[config.mk]
export PLATFORM = sky130hd
export DESIGN_NAME = lv_supervisor
export DESIGN_NICKNAME = d
export VERILOG_FILES = /design/src/rtl/lv_supervisor.sv
export SDC_FILE = /design/constraint.sdc
export NUM_CORES = 1
export LEC_CHECK = 0
export ABC_CLOCK_PERIOD_IN_PS = 2900
export CAP_MARGIN = 0
export CORE_MARGIN = 3
export CORE_UTILIZATION = 40
export CTS_CLUSTER_DIAMETER = 150
export DETAILED_ROUTE_END_ITERATION = 8
export GPL_TIMING_DRIVEN = 0
export PLACE_DENSITY = 0.65
export SKIP_CTS_REPAIR_TIMING = 1
export SLEW_MARGIN = 20
export SYNTH_ARGS = -nofsm -noshare
export SYNTH_HDL_FRONTEND = slang
export SYNTH_SLANG_ARGS = --single-unit
[constraint.sdc]
create_clock -name clk -period 2.9 [get_ports clk]
set_clock_uncertainty 0.15 [all_clocks]
set_input_delay 0.435 -clock clk [delete_from_list [all_inputs] [get_ports clk]]
set_output_delay 0.435 -clock clk [all_outputs]
set_load 0.02 [all_outputs]
[src/rtl/lv_supervisor.sv]
module lv_supervisor #(
  parameter int CNT_W      = 6,
  parameter int TRIP_COUNT = 36
) (
  input  logic clk,
  input  logic rst_n,
  input  logic tight_below,
  input  logic tight_above,
  input  logic loose_below,
  input  logic loose_above,
  input  logic sel_wr,
  input  logic sel_wdata,
  input  logic wait_mode,
  input  logic cfg_pwr_en,
  input  logic cfg_rst_en,
  output logic sel_q,
  output logic low_flag,
  output logic reset_req
);

  localparam logic [CNT_W-1:0] CNT_MAX = {CNT_W{1'b1}};
  localparam logic [CNT_W-1:0] SET_AT  = CNT_W'(TRIP_COUNT - 1);

  logic [3:0]       meta_q, sync_q;
  logic [CNT_W-1:0] cnt;
  logic             below_s, above_s, active;

  always_ff @(posedge clk or negedge rst_n)
    if (!rst_n) begin
      meta_q <= '0;
      sync_q <= '0;
    end else begin
      meta_q <= {tight_below, tight_above, loose_below, loose_above};
      sync_q <= meta_q;
    end

  always_ff @(posedge clk or negedge rst_n)
    if (!rst_n)      sel_q <= 1'b0;
    else if (sel_wr) sel_q <= sel_wdata;

  assign below_s = sel_q ? sync_q[3] : sync_q[1];
  assign above_s = sel_q ? sync_q[2] : sync_q[0];
  assign active  = !(wait_mode && !cfg_pwr_en);

  always_ff @(posedge clk or negedge rst_n)
    if (!rst_n)            cnt <= '0;
    else if (!active)      cnt <= '0;
    else if (!below_s)     cnt <= '0;
    else if (cnt != CNT_MAX) cnt <= cnt + 1'b1;

  always_ff @(posedge clk or negedge rst_n)
    if (!rst_n)                         low_flag <= 1'b0;
    else if (!active)                   low_flag <= 1'b0;
    else if (below_s && cnt >= SET_AT)  low_flag <= 1'b1;
    else if (above_s && !below_s)       low_flag <= 1'b0;

  assign reset_req = cfg_rst_en & low_flag;

  assert_count_restart_R3: assert property (@(posedge clk) disable iff (!rst_n)
    (!below_s) |=> (cnt == '0));

  assert_rise_after_low_R4: assert property (@(posedge clk) disable iff (!rst_n)
    $rose(low_flag) |-> ($past(below_s) && $past(active)));

  assert_clear_above_R5: assert property (@(posedge clk) disable iff (!rst_n)
    (active && above_s && !below_s) |=> !low_flag);

  assert_hold_band_R6: assert property (@(posedge clk) disable iff (!rst_n)
    (active && !above_s && !below_s) |=> $stable(low_flag));

  assert_off_idle_R8: assert property (@(posedge clk) disable iff (!rst_n)
    (!active) |=> (cnt == '0 && !low_flag));

endmodule

==> summary.md, run 1 <==
| Metric | Value |
|---|---|
| Hold depth | `0` |
| Min cycle time layout | `between 2000 and 2500 ps` |
| Yosys cell types | `23` |
| Vias in the first global route | `413` |
| First-pass GRT wire length | `between 1500 and 2000 um` |
| Ant. Diodes | `0` |
| Die X | `46.41 um` |
| Drt via density | `5.701` |
| Post-synth EDFFs | `0` |
| Synthesized cell area | `653.1 um^2` |
| CP arrival | `1590 ps` |
| TritonRoute pass-1 iters | `4` |
| Layout Utilization | `0.5924` |
| PortBufs | `13` |
| Largest net degree at the start of global routing | `17` |
| Hold Vio Cnt, Final | `0` |
| Drc violations | `0` |
| Htree depth | `1` |
| Setup TNS | `0 ps` |
| Grt total ovfl | `0` |
| Crit Path Max Fanout | `1` |
| Worst setup EP type | `output pin` |
| Critical path class | `primary input to output pin` |
| Final Cycle Share | `0.7486` |
| Clock Latency Late Sink | `280 ps` |
| Worst Hold Launch | `meta_q[2]` |
| Worst-Margin Slew | `643.5 ps` |
| Top achievable clock speed | `approximately 460 MHz` |
| Max_slew headroom | `0.5696` |
| Most frequent cell after synthesis | `dfrtp_1` |
| Die height | `46.41 um` |
| Layout cells sized above 1 | `0.1111` |
| Share of the synthesized area in the top cell type | `0.6130` |
| Synth cell count leaders | `dfrtp_1 (16), a31oi_1 (5), nor3_1 (4), nand2_1 (3), nor2_1 (3)` |
| Sum of net half-perimeters after detailed placement | `780 um` |
| Worst vdd ir | `0.0003693 V` |
| Clk buf depth | `2` |
| Synth top area cells | `dfrtp_1 (61%), a31oi_1 (4.8%), ha_1 (3.8%), mux2_2 (3.4%), nor3_1 (3.1%)` |
| Yosys top cell by area | `dfrtp_1` |
| Area after DPL | `802.0 um^2` |
| Fin area | `838.3 um^2` |
| Sequential fraction of the synthesis area | `0.6130` |
| Number of placement rows | `13` |
| Yosys warns | `0` |
| Initial antenna violation count | `0` |
| Clock Root Buffer | `clkbuf_4` |
| Synthesized Nets | `roughly 70` |
| Routability cong. | `0.7408` |
| Die Footprint | `2154 um^2` |
| Outcome | `complete, no violations` |
| R2R cell count | `4` |
| Crit path from | `cfg_rst_en` |
| Average wire per standard cell | `11.82 um` |
| Initial drt markers | `18` |
| Setup repair after global routing missed its margin | `no` |
| DR vias | `496` |
| Ys async rst share | `1.000` |
| Type of the worst min-delay path | `flop to flop` |
| Core Box Area | `1415 um^2` |
| Layout area overhead | `28.35%` |
| Total power | `around 0.42 mW` |
| Slew Viols, Final | `0` |
| Worst Path Required | `roughly 2300 ps` |
| Seq cells post-synth | `16` |
| Total CTS buffers | `3` |
| P_leak | `0.3547 nW` |
| Ports | `14` |
| Nets | `86` |
| Worst-path clk slew | `approximately 80 ps` |
| Final ANT Viol Nets | `0` |
| All-Layer GR Usage | `0.1097` |
| Max cap viols | `0` |
| Routed Wire Length | `1028 um` |
| Initial Util | `0.4615` |
| Pwr dens | `506.2 nW/um^2` |
| Post-synth top flop | `dfrtp_1` |
| TritonCTS Sinks | `16` |
| R2r startpoint | `cnt[0]` |
| Setup violators final | `0` |
| Startpoint types | `primary input` |
| Avg Cell Area, Syn | `11.88 um^2` |
| Post-Synthesis Cells | `55` |
| CTS tree | `built` |
[sequential cells by signal, summed over array words and instances (netlist names)]
register,count
sync_q,4
low_flag,1
meta_q,4
sel_q,1
cnt,6
[through the flow]
stage          instances  hold WS, ps  setup WS, ps
3_5_place_dp          83        184.7         729.1
4_1_cts               87        204.2         723.1
2_1_floorplan         55       -10.59          1339
5_1_grt               87        212.4         715.9
6_report              87        201.0         729.0
3_3_place_gp          83        183.4         728.6
[critical path, cell delays in order]
cell	delay [ps]
clkdlybuf4s50_1	450
and2_1	110
clkdlybuf4s50_1	590
[cells by family after synthesis]
group                      Yosys count  synth area share
DFF                                 16            0.6130
adders and majority gates            2           0.03831
muxes                                3           0.04981
and+or+nand+nor                     20            0.1667
AOI/OAI and AO/OA                   12            0.1092
buffers and inverters                2           0.02298
[final timing paths]
kind,end,slack (ps)
max,reset_req,730
min,sync_q[2],200
max reg2reg,low_flag,1230
min reg2reg,sync_q[2],200
max in group asynchronous,meta_q[3],1790
min in group asynchronous,sel_q,400
[placed cells by master, fill, tap and decap left out, types with 2 or more instances in the layout]
master / instances
a31oi_1: 5
mux2_2: 2
o21ai_0: 2
ha_1: 2
nand2_1: 3
o21ai_1: 2
nand3_1: 2
nor2_1: 3
clkbuf_4: 3
nand4_1: 2
clkdlybuf4s50_1: 13
dfrtp_1: 16
nor3_1: 4
[report_power, final]
group | internal [mW] | total [mW] | switching (mW)
Combinational | 0.0249 | 0.0433 | 0.0184
Sequential | 0.234 | 0.243 | 0.00974
Clock | 0.0763 | 0.138 | 0.0614
[per-layer routing]
layer,share of wire,GRT usage
met1,0.44,0.1320
met2,0.45,0.1676
met3,0.099,0.05859
met4,0.0078,0.03409
met5,0,0
[cell type report]
type                       count  area, um^2
buffer                         2       15.01
clock buffer                   4       36.28
fill                         124       576.8
multi-input combinational     37       237.7
sequential                    16       400.4
tap                           15       18.77
timing repair buffer          13       130.1
Note: power is estimated with default switching activity, not from simulation.
==> inputs of run 2 (changes only) <==
Settings changed: ABC_CLOCK_PERIOD_IN_PS 2900 to 1850, PLACE_DENSITY 0.65 to 0.68.
Clock period 2.9 ns to 1.85 ns, I/O delays scaled along.
==> summary.md, run 2 (same netlist as run 1, synthesis figures left out) <==
| Metric | Value |
|---|---|
| Commonest non-fill, non-tap cell in the layout | `dfrtp_1 (unchanged)` |
| Regs by FF count | `cnt (6), meta_q (4), sync_q (4) (unchanged)` |
| Worst vdd ir | `0.0005250 V (was 0.0003693 V)` |
| Die height | `46.41 um (unchanged)` |
| Worst R2R Setup Slack | `200 ps (was 1230 ps)` |
| Htree depth | `1 (unchanged)` |
| Final Cycle Share | `0.9458` |
| Core Box Area | `1415 um^2 (unchanged)` |
| Setup repair after global routing missed its margin | `no (unchanged)` |
| Clock Root Buffer | `clkbuf_4 (unchanged)` |
| Vias in the first global route | `399 (was 413)` |
| P_leak | `0.3734 nW (was 0.3547 nW)` |
| CP peak stage delay | `630 ps (was 590 ps)` |
| Initial antenna violation count | `0 (unchanged)` |
| Worst Hold Launch | `meta_q[3] (was meta_q[2])` |
| CP arrival | `1320 ps (was 1590 ps)` |
| CTS tree | `built (unchanged)` |
| Worst Path Required | `1420 ps (was 2320 ps)` |
| Drt via density | `5.460 (was 5.701)` |
| TritonCTS Sinks | `16 (unchanged)` |
| Sum of net half-perimeters after detailed placement | `807.2 um (was 780 um)` |
| Max reg flops | `6 (unchanged)` |
| Slew Viols, Final | `0 (unchanged)` |
| Final WS setup | `100.2 ps (was 729.0 ps)` |
| Most frequent cells in the layout | `dfrtp_1 (16), clkdlybuf4s50_1 (12), a31oi_1 (5) (was dfrtp_1 (16), clkdlybuf4s50_1 (13), a31oi_1 (5))` |
| Crit path max-delay cell type | `clkdlybuf4s50_1 (unchanged)` |
| First-pass GRT wire length | `1662 um (was 1635 um)` |
| Min cycle time layout | `1750 ps` |
| Layout cells sized above 1 | `0.1111 (unchanged)` |
| Ports | `14 (unchanged)` |
| DR vias | `475 (was 496)` |
| Setup TNS | `0 ps (unchanged)` |
| Total CTS buffers | `3 (unchanged)` |
| R2R cell count | `4 (unchanged)` |
| Crit-path cells | `clkdlybuf4s50_1 (was clkdlybuf4s50_1 -> and2_1 -> clkdlybuf4s50_1)` |
| Outcome | `complete, no violations (unchanged)` |
| Largest reg by FF count | `cnt (unchanged)` |
| Worst Path Buf+Inv | `1 (was 2)` |
| Hold-critical path endpoint | `sync_q[3] (was sync_q[2])` |
| Nets | `86 (unchanged)` |
| Final ANT Viol Nets | `0 (unchanged)` |
| Top achievable clock speed | `571.5 MHz` |
| Routed Wire Length | `1079 um (was 1028 um)` |
| Fillers | `122 (was 124)` |
| Worst setup EP type | `output pin (unchanged)` |
| Crit Path Max Fanout | `4 (was 1)` |
| Clock Latency Late Sink | `280 ps (about the same)` |
| Routability cong. | `0.7768 (was 0.7408)` |
| R2r startpoint | `cnt[0] (unchanged)` |
| Drc violations | `0 (unchanged)` |
| Ant. Diodes | `0 (unchanged)` |
| Die X | `46.41 um (unchanged)` |
| Worst-Margin Slew | `642.1 ps (was 643.5 ps)` |
| Startpoint types | `flop (was primary input)` |
| TritonRoute pass-1 iters | `4 (unchanged)` |
| Max_slew headroom | `0.5706 (was 0.5696)` |
| All-Layer GR Usage | `0.1164 (was 0.1097)` |
| Number of placement rows | `13 (unchanged)` |
| Initial Util | `0.4615 (unchanged)` |
| Crit path from | `sel_q (was cfg_rst_en)` |
| Worst reg2reg endpoint | `low_flag (unchanged)` |
| Setup violators final | `0 (unchanged)` |
| Average wire per standard cell | `12.40 um (was 11.82 um)` |
| Initial drt markers | `6 (was 18)` |
| Critical path class | `flop to output pin (was primary input to output pin)` |
| Hold depth | `0 (unchanged)` |
| Die Footprint | `2154 um^2 (unchanged)` |
| Grt total ovfl | `0 (unchanged)` |
| Worst slack, placed | `-8.566 ps (was 729.1 ps)` |
| Worst-path clk slew | `90 ps (was 80 ps)` |
| Delay-heaviest family, CP | `buffers and inverters (unchanged)` |
| Reg area | `400.4 um^2 (unchanged)` |
| Type of the worst min-delay path | `flop to flop (unchanged)` |
| Hold Vio Cnt, Final | `0 (unchanged)` |
| Largest net degree at the start of global routing | `17 (unchanged)` |
| Clk buf depth | `2 (unchanged)` |
| PortBufs | `13 (unchanged)` |
| Pwr dens | `793.7 nW/um^2 (was 506.2 nW/um^2)` |
| Layout area overhead | `28.74% (was 28.35%)` |
| Multi-input logic area | `237.7 um^2 (unchanged)` |
| Max cap viols | `0 (unchanged)` |
[run 2: changes by cell type in the layout (fill, tap and decap cells not counted)]
cell	change
dlymetal6s2s_1	+1
clkdlybuf4s50_1	-1
[run 2: worst max-delay path by stage]
stage                     end  slack [ps]  depth (start not counted)
CTS                 reset_req         -10                          3
detailed placement  reset_req          -9                          3
finish                  sel_q         100                          1
global placement    reset_req          -5                          3
global route            sel_q          10                          1
floorplan            low_flag         290                          4
[run 2: layout make-up]
class / instances / share of cell area
sequential: 16 / 0.4762
clock buffer: 4 / 0.04315
timing repair buffer: 13 / 0.1577
tap: 15 / 0.02232
buffer: 2 / 0.01786
multi-input combinational: 37 / 0.2827
[run 2: through the flow]
| stage | util | cell area, um^2 | total power, mW | hold WS [ps] | std cells |
|---|---|---|---|---|---|
| detailed placement | 0.5668 | 802.0 | 0.4578 | 184.7 | 83 |
| floorplan | - | 653.1 | 0.4169 | -168.1 | 55 |
| global placement | 0.5668 | 802.0 | 0.4562 | 183.1 | 83 |
| CTS | 0.5924 | 838.3 | 0.6801 | 204.7 | 87 |
| global route | 0.5942 | 840.8 | 0.7092 | 216.6 | 87 |
| finish | 0.5942 | 840.8 | 0.6673 | 203.5 | 87 |
[run 2: power by group]
group	internal, mW	total [mW]	switching, mW
clock network	0.120	0.218	0.0986
logic	0.0388	0.0673	0.0285
registers	0.366	0.382	0.0155
total	0.525	0.667	0.143
[run 2: layer usage]
metal,part of all wire,GRT usage,vias up
met4,0.013,0.06818,0
li1,-,-,237
met5,0,0,-
met3,0.071,0.05859,2
met2,0.48,0.1813,11
met1,0.43,0.1256,225
